`config.mk`:
```
export PLATFORM = sky130hd
export DESIGN_NAME = hif_host_port
export DESIGN_NICKNAME = d
export VERILOG_FILES = /design/src/rtl/hif_pkg.sv /design/src/rtl/hif_frame_ctl.sv /design/src/rtl/hif_cmd_dec.sv /design/src/rtl/hif_access.sv /design/src/rtl/hif_host_port.sv
export SDC_FILE = /design/constraint.sdc
export NUM_CORES = 1
export LEC_CHECK = 0
export ABC_AREA = 1
export BUFFER_PORTS_ARGS = -buffer_cell sky130_fd_sc_hd__buf_2
export CORE_MARGIN = 2
export CORE_UTILIZATION = 52
export CTS_CLUSTER_DIAMETER = 120
export CTS_CLUSTER_SIZE = 10
export DETAILED_ROUTE_END_ITERATION = 6
export HOLD_SLACK_MARGIN = 0.06
export PLACE_DENSITY = 0.84
export REMOVE_ABC_BUFFERS = 1
export SKIP_CTS_REPAIR_TIMING = 1
export SLEW_MARGIN = 20
export SYNTH_ARGS = -nofsm -noshare
export SYNTH_HDL_FRONTEND = slang
export SYNTH_SLANG_ARGS = --single-unit
```
`constraint.sdc`:
```
create_clock -name clk -period 4.1 [get_ports clk]
set_clock_uncertainty 0.2 [all_clocks]
set_input_delay 0.205 -clock clk [delete_from_list [all_inputs] [get_ports clk]]
set_output_delay 0.205 -clock clk [all_outputs]
set_load 0.1 [all_outputs]
```
`src/rtl/hif_pkg.sv`:
```
package hif_pkg;
  localparam int WORD_W   = 8;
  localparam int ADDR_W   = 5;
  localparam int CMD_BIT  = 7;
  localparam int RD_BIT   = 6;
  localparam int CONT_BIT = 5;
  localparam int NUM_CMDS = 11;
  localparam int CMD_ID_W = $clog2(NUM_CMDS);

  typedef enum logic [1:0] {
    ST_IDLE,
    ST_HEAD,
    ST_SGL,
    ST_CONT
  } hif_state_e;

  // index in this table is the strobe identifier
  localparam logic [WORD_W-1:0] CMD_CODES [NUM_CMDS] = '{
    8'h80, 8'h83, 8'h84, 8'h85, 8'h87, 8'h8F,
    8'h90, 8'h91, 8'h92, 8'h93, 8'h94
  };
endpackage

```
`src/rtl/hif_frame_ctl.sv`:
```
module hif_frame_ctl
  import hif_pkg::*;
(
  input  logic       clk,
  input  logic       rst_n,
  input  logic       fr_open,
  input  logic       fr_end_single,
  input  logic       fr_end_burst,
  input  logic       word_fire,
  input  logic       word_cmd,
  input  logic       word_cont,
  output hif_state_e state
);
  hif_state_e nxt;

  always_comb begin
    nxt = state;
    if (fr_open) begin
      nxt = ST_HEAD;
    end else if (fr_end_single && (state == ST_HEAD || state == ST_SGL)) begin
      nxt = ST_IDLE;
    end else if (fr_end_burst && state == ST_CONT) begin
      nxt = ST_HEAD;
    end else if (word_fire) begin
      case (state)
        ST_HEAD: if (!word_cmd) nxt = word_cont ? ST_CONT : ST_SGL;
        ST_SGL:  nxt = ST_HEAD;
        default: nxt = state;
      endcase
    end
  end

  always_ff @(posedge clk or negedge rst_n) begin
    if (!rst_n) state <= ST_IDLE;
    else        state <= nxt;
  end
endmodule

```
`src/rtl/hif_cmd_dec.sv`:
```
module hif_cmd_dec
  import hif_pkg::*;
(
  input  logic                clk,
  input  logic                rst_n,
  input  logic                fire,
  input  logic [WORD_W-1:0]   code,
  output logic                cmd_valid,
  output logic [CMD_ID_W-1:0] cmd_id
);
  logic [NUM_CMDS-1:0] hit;
  logic [CMD_ID_W-1:0] idx;

  for (genvar k = 0; k < NUM_CMDS; k++) begin : g_match
    assign hit[k] = (code == CMD_CODES[k]);
  end

  always_comb begin
    idx = '0;
    for (int k = 0; k < NUM_CMDS; k++) begin
      if (hit[k]) idx = CMD_ID_W'(k);
    end
  end

  always_ff @(posedge clk or negedge rst_n) begin
    if (!rst_n) begin
      cmd_valid <= 1'b0;
      cmd_id    <= '0;
    end else begin
      cmd_valid <= fire && (|hit);
      if (fire && (|hit)) cmd_id <= idx;
    end
  end
endmodule

```
`src/rtl/hif_access.sv`:
```
module hif_access
  import hif_pkg::*;
#(
  parameter int NUM_REGS  = 24,
  parameter int FIFO_ADDR = 31
) (
  input  logic              clk,
  input  logic              rst_n,
  input  hif_state_e        state,
  input  logic              host_valid,
  input  logic              frm_any,
  input  logic              word_fire,
  input  logic              hd_is_cmd,
  input  logic              hd_rd,
  input  logic [ADDR_W-1:0] hd_addr,
  input  logic [WORD_W-1:0] host_data,
  output logic              access_ok,
  output logic              reg_wr_en,
  output logic              reg_rd_en,
  output logic [ADDR_W-1:0] reg_addr,
  output logic [WORD_W-1:0] reg_wdata,
  input  logic [WORD_W-1:0] reg_rdata,
  output logic              fifo_push_valid,
  input  logic              fifo_push_ready,
  output logic [WORD_W-1:0] fifo_push_data,
  input  logic              fifo_pop_valid,
  output logic              fifo_pop_ready,
  input  logic [WORD_W-1:0] fifo_pop_data,
  output logic              rd_valid,
  input  logic              rd_ready,
  output logic [WORD_W-1:0] rd_data
);
  localparam logic [ADDR_W:0]   NREG  = (ADDR_W+1)'(NUM_REGS);
  localparam logic [ADDR_W-1:0] FADDR = ADDR_W'(FIFO_ADDR);

  logic [ADDR_W-1:0] ptr;
  logic              is_rd;
  logic              in_data;
  logic              at_fifo;
  logic              defined;
  logic              data_fire;
  logic              head_fire;

  assign in_data   = (state == ST_SGL) || (state == ST_CONT);
  assign at_fifo   = (ptr == FADDR);
  assign defined   = ({1'b0, ptr} < NREG);
  assign data_fire = word_fire && in_data;
  assign head_fire = word_fire && (state == ST_HEAD) && !hd_is_cmd;

  always_comb begin
    if (!is_rd) access_ok = at_fifo ? fifo_push_ready : 1'b1;
    else        access_ok = !rd_valid && (at_fifo ? fifo_pop_valid : 1'b1);
  end

  assign reg_addr        = ptr;
  assign reg_wdata       = host_data;
  assign reg_wr_en       = data_fire && !is_rd && !at_fifo && defined;
  assign reg_rd_en       = data_fire && is_rd && !at_fifo && defined;
  assign fifo_push_data  = host_data;
  assign fifo_push_valid = host_valid && in_data && !is_rd && at_fifo && !frm_any;
  assign fifo_pop_ready  = host_valid && in_data && is_rd && at_fifo && !frm_any && !rd_valid;

  always_ff @(posedge clk or negedge rst_n) begin
    if (!rst_n) begin
      ptr   <= '0;
      is_rd <= 1'b0;
    end else if (head_fire) begin
      ptr   <= hd_addr;
      is_rd <= hd_rd;
    end else if (data_fire && state == ST_CONT && !at_fifo) begin
      ptr   <= ptr + 1'b1;
    end
  end

  always_ff @(posedge clk or negedge rst_n) begin
    if (!rst_n) begin
      rd_valid <= 1'b0;
      rd_data  <= '0;
    end else if (data_fire && is_rd) begin
      rd_valid <= 1'b1;
      rd_data  <= at_fifo ? fifo_pop_data : (defined ? reg_rdata : '0);
    end else if (rd_valid && rd_ready) begin
      rd_valid <= 1'b0;
    end
  end
endmodule

```
`src/rtl/hif_host_port.sv`:
```
module hif_host_port
  import hif_pkg::*;
#(
  parameter int NUM_REGS  = 24,
  parameter int FIFO_ADDR = 31
) (
  input  logic                clk,
  input  logic                rst_n,
  input  logic                fr_open,
  input  logic                fr_end_single,
  input  logic                fr_end_burst,
  input  logic                host_valid,
  output logic                host_ready,
  input  logic [WORD_W-1:0]   host_data,
  output logic                rd_valid,
  input  logic                rd_ready,
  output logic [WORD_W-1:0]   rd_data,
  output logic                reg_wr_en,
  output logic                reg_rd_en,
  output logic [ADDR_W-1:0]   reg_addr,
  output logic [WORD_W-1:0]   reg_wdata,
  input  logic [WORD_W-1:0]   reg_rdata,
  output logic                fifo_push_valid,
  input  logic                fifo_push_ready,
  output logic [WORD_W-1:0]   fifo_push_data,
  input  logic                fifo_pop_valid,
  output logic                fifo_pop_ready,
  input  logic [WORD_W-1:0]   fifo_pop_data,
  output logic                cmd_valid,
  output logic [CMD_ID_W-1:0] cmd_id
);
  hif_state_e state;
  logic       frm_any;
  logic       access_ok;
  logic       word_fire;
  logic       cmd_fire;

  assign frm_any    = fr_open || fr_end_single || fr_end_burst;
  assign host_ready = !frm_any &&
                      ((state == ST_IDLE) || (state == ST_HEAD) || access_ok);
  assign word_fire  = host_valid && host_ready;
  assign cmd_fire   = word_fire && (state == ST_HEAD) && host_data[CMD_BIT];

  hif_frame_ctl u_frame (
    .clk          (clk),
    .rst_n        (rst_n),
    .fr_open      (fr_open),
    .fr_end_single(fr_end_single),
    .fr_end_burst (fr_end_burst),
    .word_fire    (word_fire),
    .word_cmd     (host_data[CMD_BIT]),
    .word_cont    (host_data[CONT_BIT]),
    .state        (state)
  );

  hif_cmd_dec u_cmd (
    .clk      (clk),
    .rst_n    (rst_n),
    .fire     (cmd_fire),
    .code     (host_data),
    .cmd_valid(cmd_valid),
    .cmd_id   (cmd_id)
  );

  hif_access #(
    .NUM_REGS (NUM_REGS),
    .FIFO_ADDR(FIFO_ADDR)
  ) u_access (
    .clk            (clk),
    .rst_n          (rst_n),
    .state          (state),
    .host_valid     (host_valid),
    .frm_any        (frm_any),
    .word_fire      (word_fire),
    .hd_is_cmd      (host_data[CMD_BIT]),
    .hd_rd          (host_data[RD_BIT]),
    .hd_addr        (host_data[ADDR_W-1:0]),
    .host_data      (host_data),
    .access_ok      (access_ok),
    .reg_wr_en      (reg_wr_en),
    .reg_rd_en      (reg_rd_en),
    .reg_addr       (reg_addr),
    .reg_wdata      (reg_wdata),
    .reg_rdata      (reg_rdata),
    .fifo_push_valid(fifo_push_valid),
    .fifo_push_ready(fifo_push_ready),
    .fifo_push_data (fifo_push_data),
    .fifo_pop_valid (fifo_pop_valid),
    .fifo_pop_ready (fifo_pop_ready),
    .fifo_pop_data  (fifo_pop_data),
    .rd_valid       (rd_valid),
    .rd_ready       (rd_ready),
    .rd_data        (rd_data)
  );
endmodule

```
==> flow_metrics.tcl <==
set metrics [dict create \
    status "finished, final reports clean" \
    rsz0062_at_grt "false" \
    area_growth_pct 30.42 \
    grt_antenna_before_repair 0 \
    ys_seq_elements 22 \
    critPathCaptureType "primary output" \
    drive_gt1_frac 0.2879 \
    num_rows 20 \
    synthCells 247 \
    ctsLongestPathBuffers 2 \
    setup_tns_ns 0 \
    clk_latency_ns 0.32 \
    hold_viol_final 0 \
    min_period_ns 3.370 \
    holdWs_ns 0.02502 \
    final_common_cell "nand2_1" \
    post-place-cells 344 \
    powerDensity_nw_per_um2 559.3 \
    vias 1764 \
    wl_mm 4.177 \
    vias_per_cell 4.807 \
    routedWlPerCell_um 11.38 \
    synth_cell_types 29 \
    grt_pass1_vias 1369 \
    ant_nets 0 \
    n_antenna_cell 0 \
    grt_max_degree 23 \
    fin_ws_ns 0.7301 \
    drc 0 \
    crit_arrival_ns 2.96 \
    drv_slew 0 \
    fmax_mhz 296.7 \
    grt_overflow 0 \
    final_nets 363 \
    syn_area_sq_um 1703 \
    cts_tree "yes" \
    critical_path_class "flip-flop to primary output" \
    clock-sinks 22 \
    port_buffers 72 \
    gp_congestion 0.8355 \
    die_y_um 61.23 \
    p_leak_nw 1.347 \
    p_total_mw 1.242 \
    cts-buffers-inserted 3 \
    relSlewSlack 0.5652 \
    cts_root_buf "clkbuf_4" \
    grt_pass1_wl_mm 5.837 \
    critPathRequiredTime_ns 3.69 \
    drtPass1Iterations 4 \
    ios 73 \
    grt_usage 0.2085 \
    die_x_um 61.23 \
    layout_common_cells "nand2_1 (89), buf_2 (72), inv_1 (27)" \
    worstMarginPinSlew_ns 0.6521 \
    peakVddDrop_mv 0.2415 \
    critPathMaxFanout 22 \
    drt_iter0_drc 97 \
    ys_warn_count 0 \
    die_area_sq_um 3749 \
    hold_path.class "input pin to flip-flop" \
    period_share 0.8219 \
    post-place-ws_ns 1.144 \
    syn_avg_cell_area_sq_um 6.894 \
    synth_seq_area_share 0.3233 \
    clk_pin_slew_ns 0.13 \
    drv_cap 0 \
    stdcell_count 367 \
    htreeDepth 1 \
    dp_hpwl_mm 2.886 \
    core-area_sq_um 3078 \
    crit_path_start_kind "flip-flop" \
    setup_violations 0 \
    start_util 0.5533 \
]
## synth_stat cells (all sizes together)
library cell | count | area share
inv | 29 | 0.064
buf | 18 | 0.080
nand4 | 7 | 0.035
o21ai | 10 | 0.029
nor2 | 26 | 0.079
and3 | 1 | 0.0037
xnor2 | 1 | 0.0051
ha | 6 | 0.044
nor3 | 3 | 0.012
xor2 | 1 | 0.0051
dfrtp | 22 | 0.32
nand3 | 25 | 0.084
clkbuf | 1 | 0.0022
o21bai | 1 | 0.0044
o211ai | 1 | 0.0044
nand2 | 94 | 0.22
a21oi | 1 | 0.0051
## flip-flops by register name, indices dropped and copies added (netlist names)
register / count
u_access.reg_addr: 5
u_cmd.cmd_id: 4
u_access.rd_valid: 1
u_access.is_rd: 1
u_access.rd_data: 8
u_frame.state: 2
u_cmd.cmd_valid: 1
## metal layers
| metal | share of wire | vias to the layer above | routed length [um] | track usage |
|---|---|---|---|---|
| li1 | - | 913 | - | - |
| met1 | 0.44 | 758 | 1833 | 0.2774 |
| met2 | 0.45 | 85 | 1891 | 0.3435 |
| met3 | 0.084 | 8 | 350 | 0.02311 |
| met4 | 0.024 | 0 | 102 | 0.09006 |
| met5 | 0 | - | 0 | 0 |
## final cells by class
cell class	instances	area [sq um]
Fill cell	248	857.1
Clock buffer	3	22.52
Timing Repair Buffer	91	550.5
Inverter	29	108.9
Tap cell	44	55.05
Multi-Input combinational cell	177	903.4
Sequential cell	22	550.5
Clock inverter	1	30.03
## worst paths after layout
| check | startpoint | to | slack, ns | depth (start not counted) |
|---|---|---|---|---|
| max in group asynchronous | rst_n | u_cmd.cmd_valid$_DFF_PN0_ | 3.21 | 2 |
| min reg2reg | u_access.rd_data[1]$_DFFE_PN0P_ | u_access.rd_data[1]$_DFFE_PN0P_ | 0.28 | 2 |
| min | reg_rdata[6] | u_access.rd_data[6]$_DFFE_PN0P_ | 0.03 | 5 |
| max | u_access.reg_addr[0]$_DFFE_PN0P_ | reg_rd_en | 0.73 | 11 |
| max reg2reg | u_access.reg_addr[0]$_DFFE_PN0P_ | u_access.rd_data[5]$_DFFE_PN0P_ | 1.55 | 7 |
| min in group asynchronous | rst_n | u_access.rd_data[7]$_DFFE_PN0P_ | 0.16 | 2 |
## power by group
group | switching (mW) | internal, mW | leakage, nW
clock network | 0.0700 | 0.0989 | 0.0279
logic | 0.590 | 0.158 | 1.02
registers | 0.0543 | 0.271 | 0.295
## cell families after synthesis
logic type | after synthesis | share of synthesized area
flip-flops | 22 | 0.3233
AND/OR/NAND/NOR | 156 | 0.4328
adder cells (fa/ha/maj) | 6 | 0.04408
buffers and inverters | 48 | 0.1462
XOR/XNOR | 2 | 0.01029
AO/OA/AOI/OAI | 13 | 0.04336
## per-stage QoR
stage | utilization | cell area [sq um]
CTS | 0.6598 | 2031
global route | 0.7215 | 2221
detailed placement | 0.6427 | 1978
global placement | 0.6427 | 1978
floorplan | - | 1563
finish | 0.7215 | 2221
## worst max-delay path: stages, from the launching register on
cell     delay [ns]
dfrtp_1        0.44
ha_1           0.23
and3_1         0.18
ha_1           0.41
nand2_1        0.15
nand2_1        0.09
nand3_4        0.15
nand2_4        0.07
a21oi_2        0.15
nand2_2        0.17
nor3_2         0.14
buf_2          0.46
No activity file was read; power rests on OpenSTA's default activity.
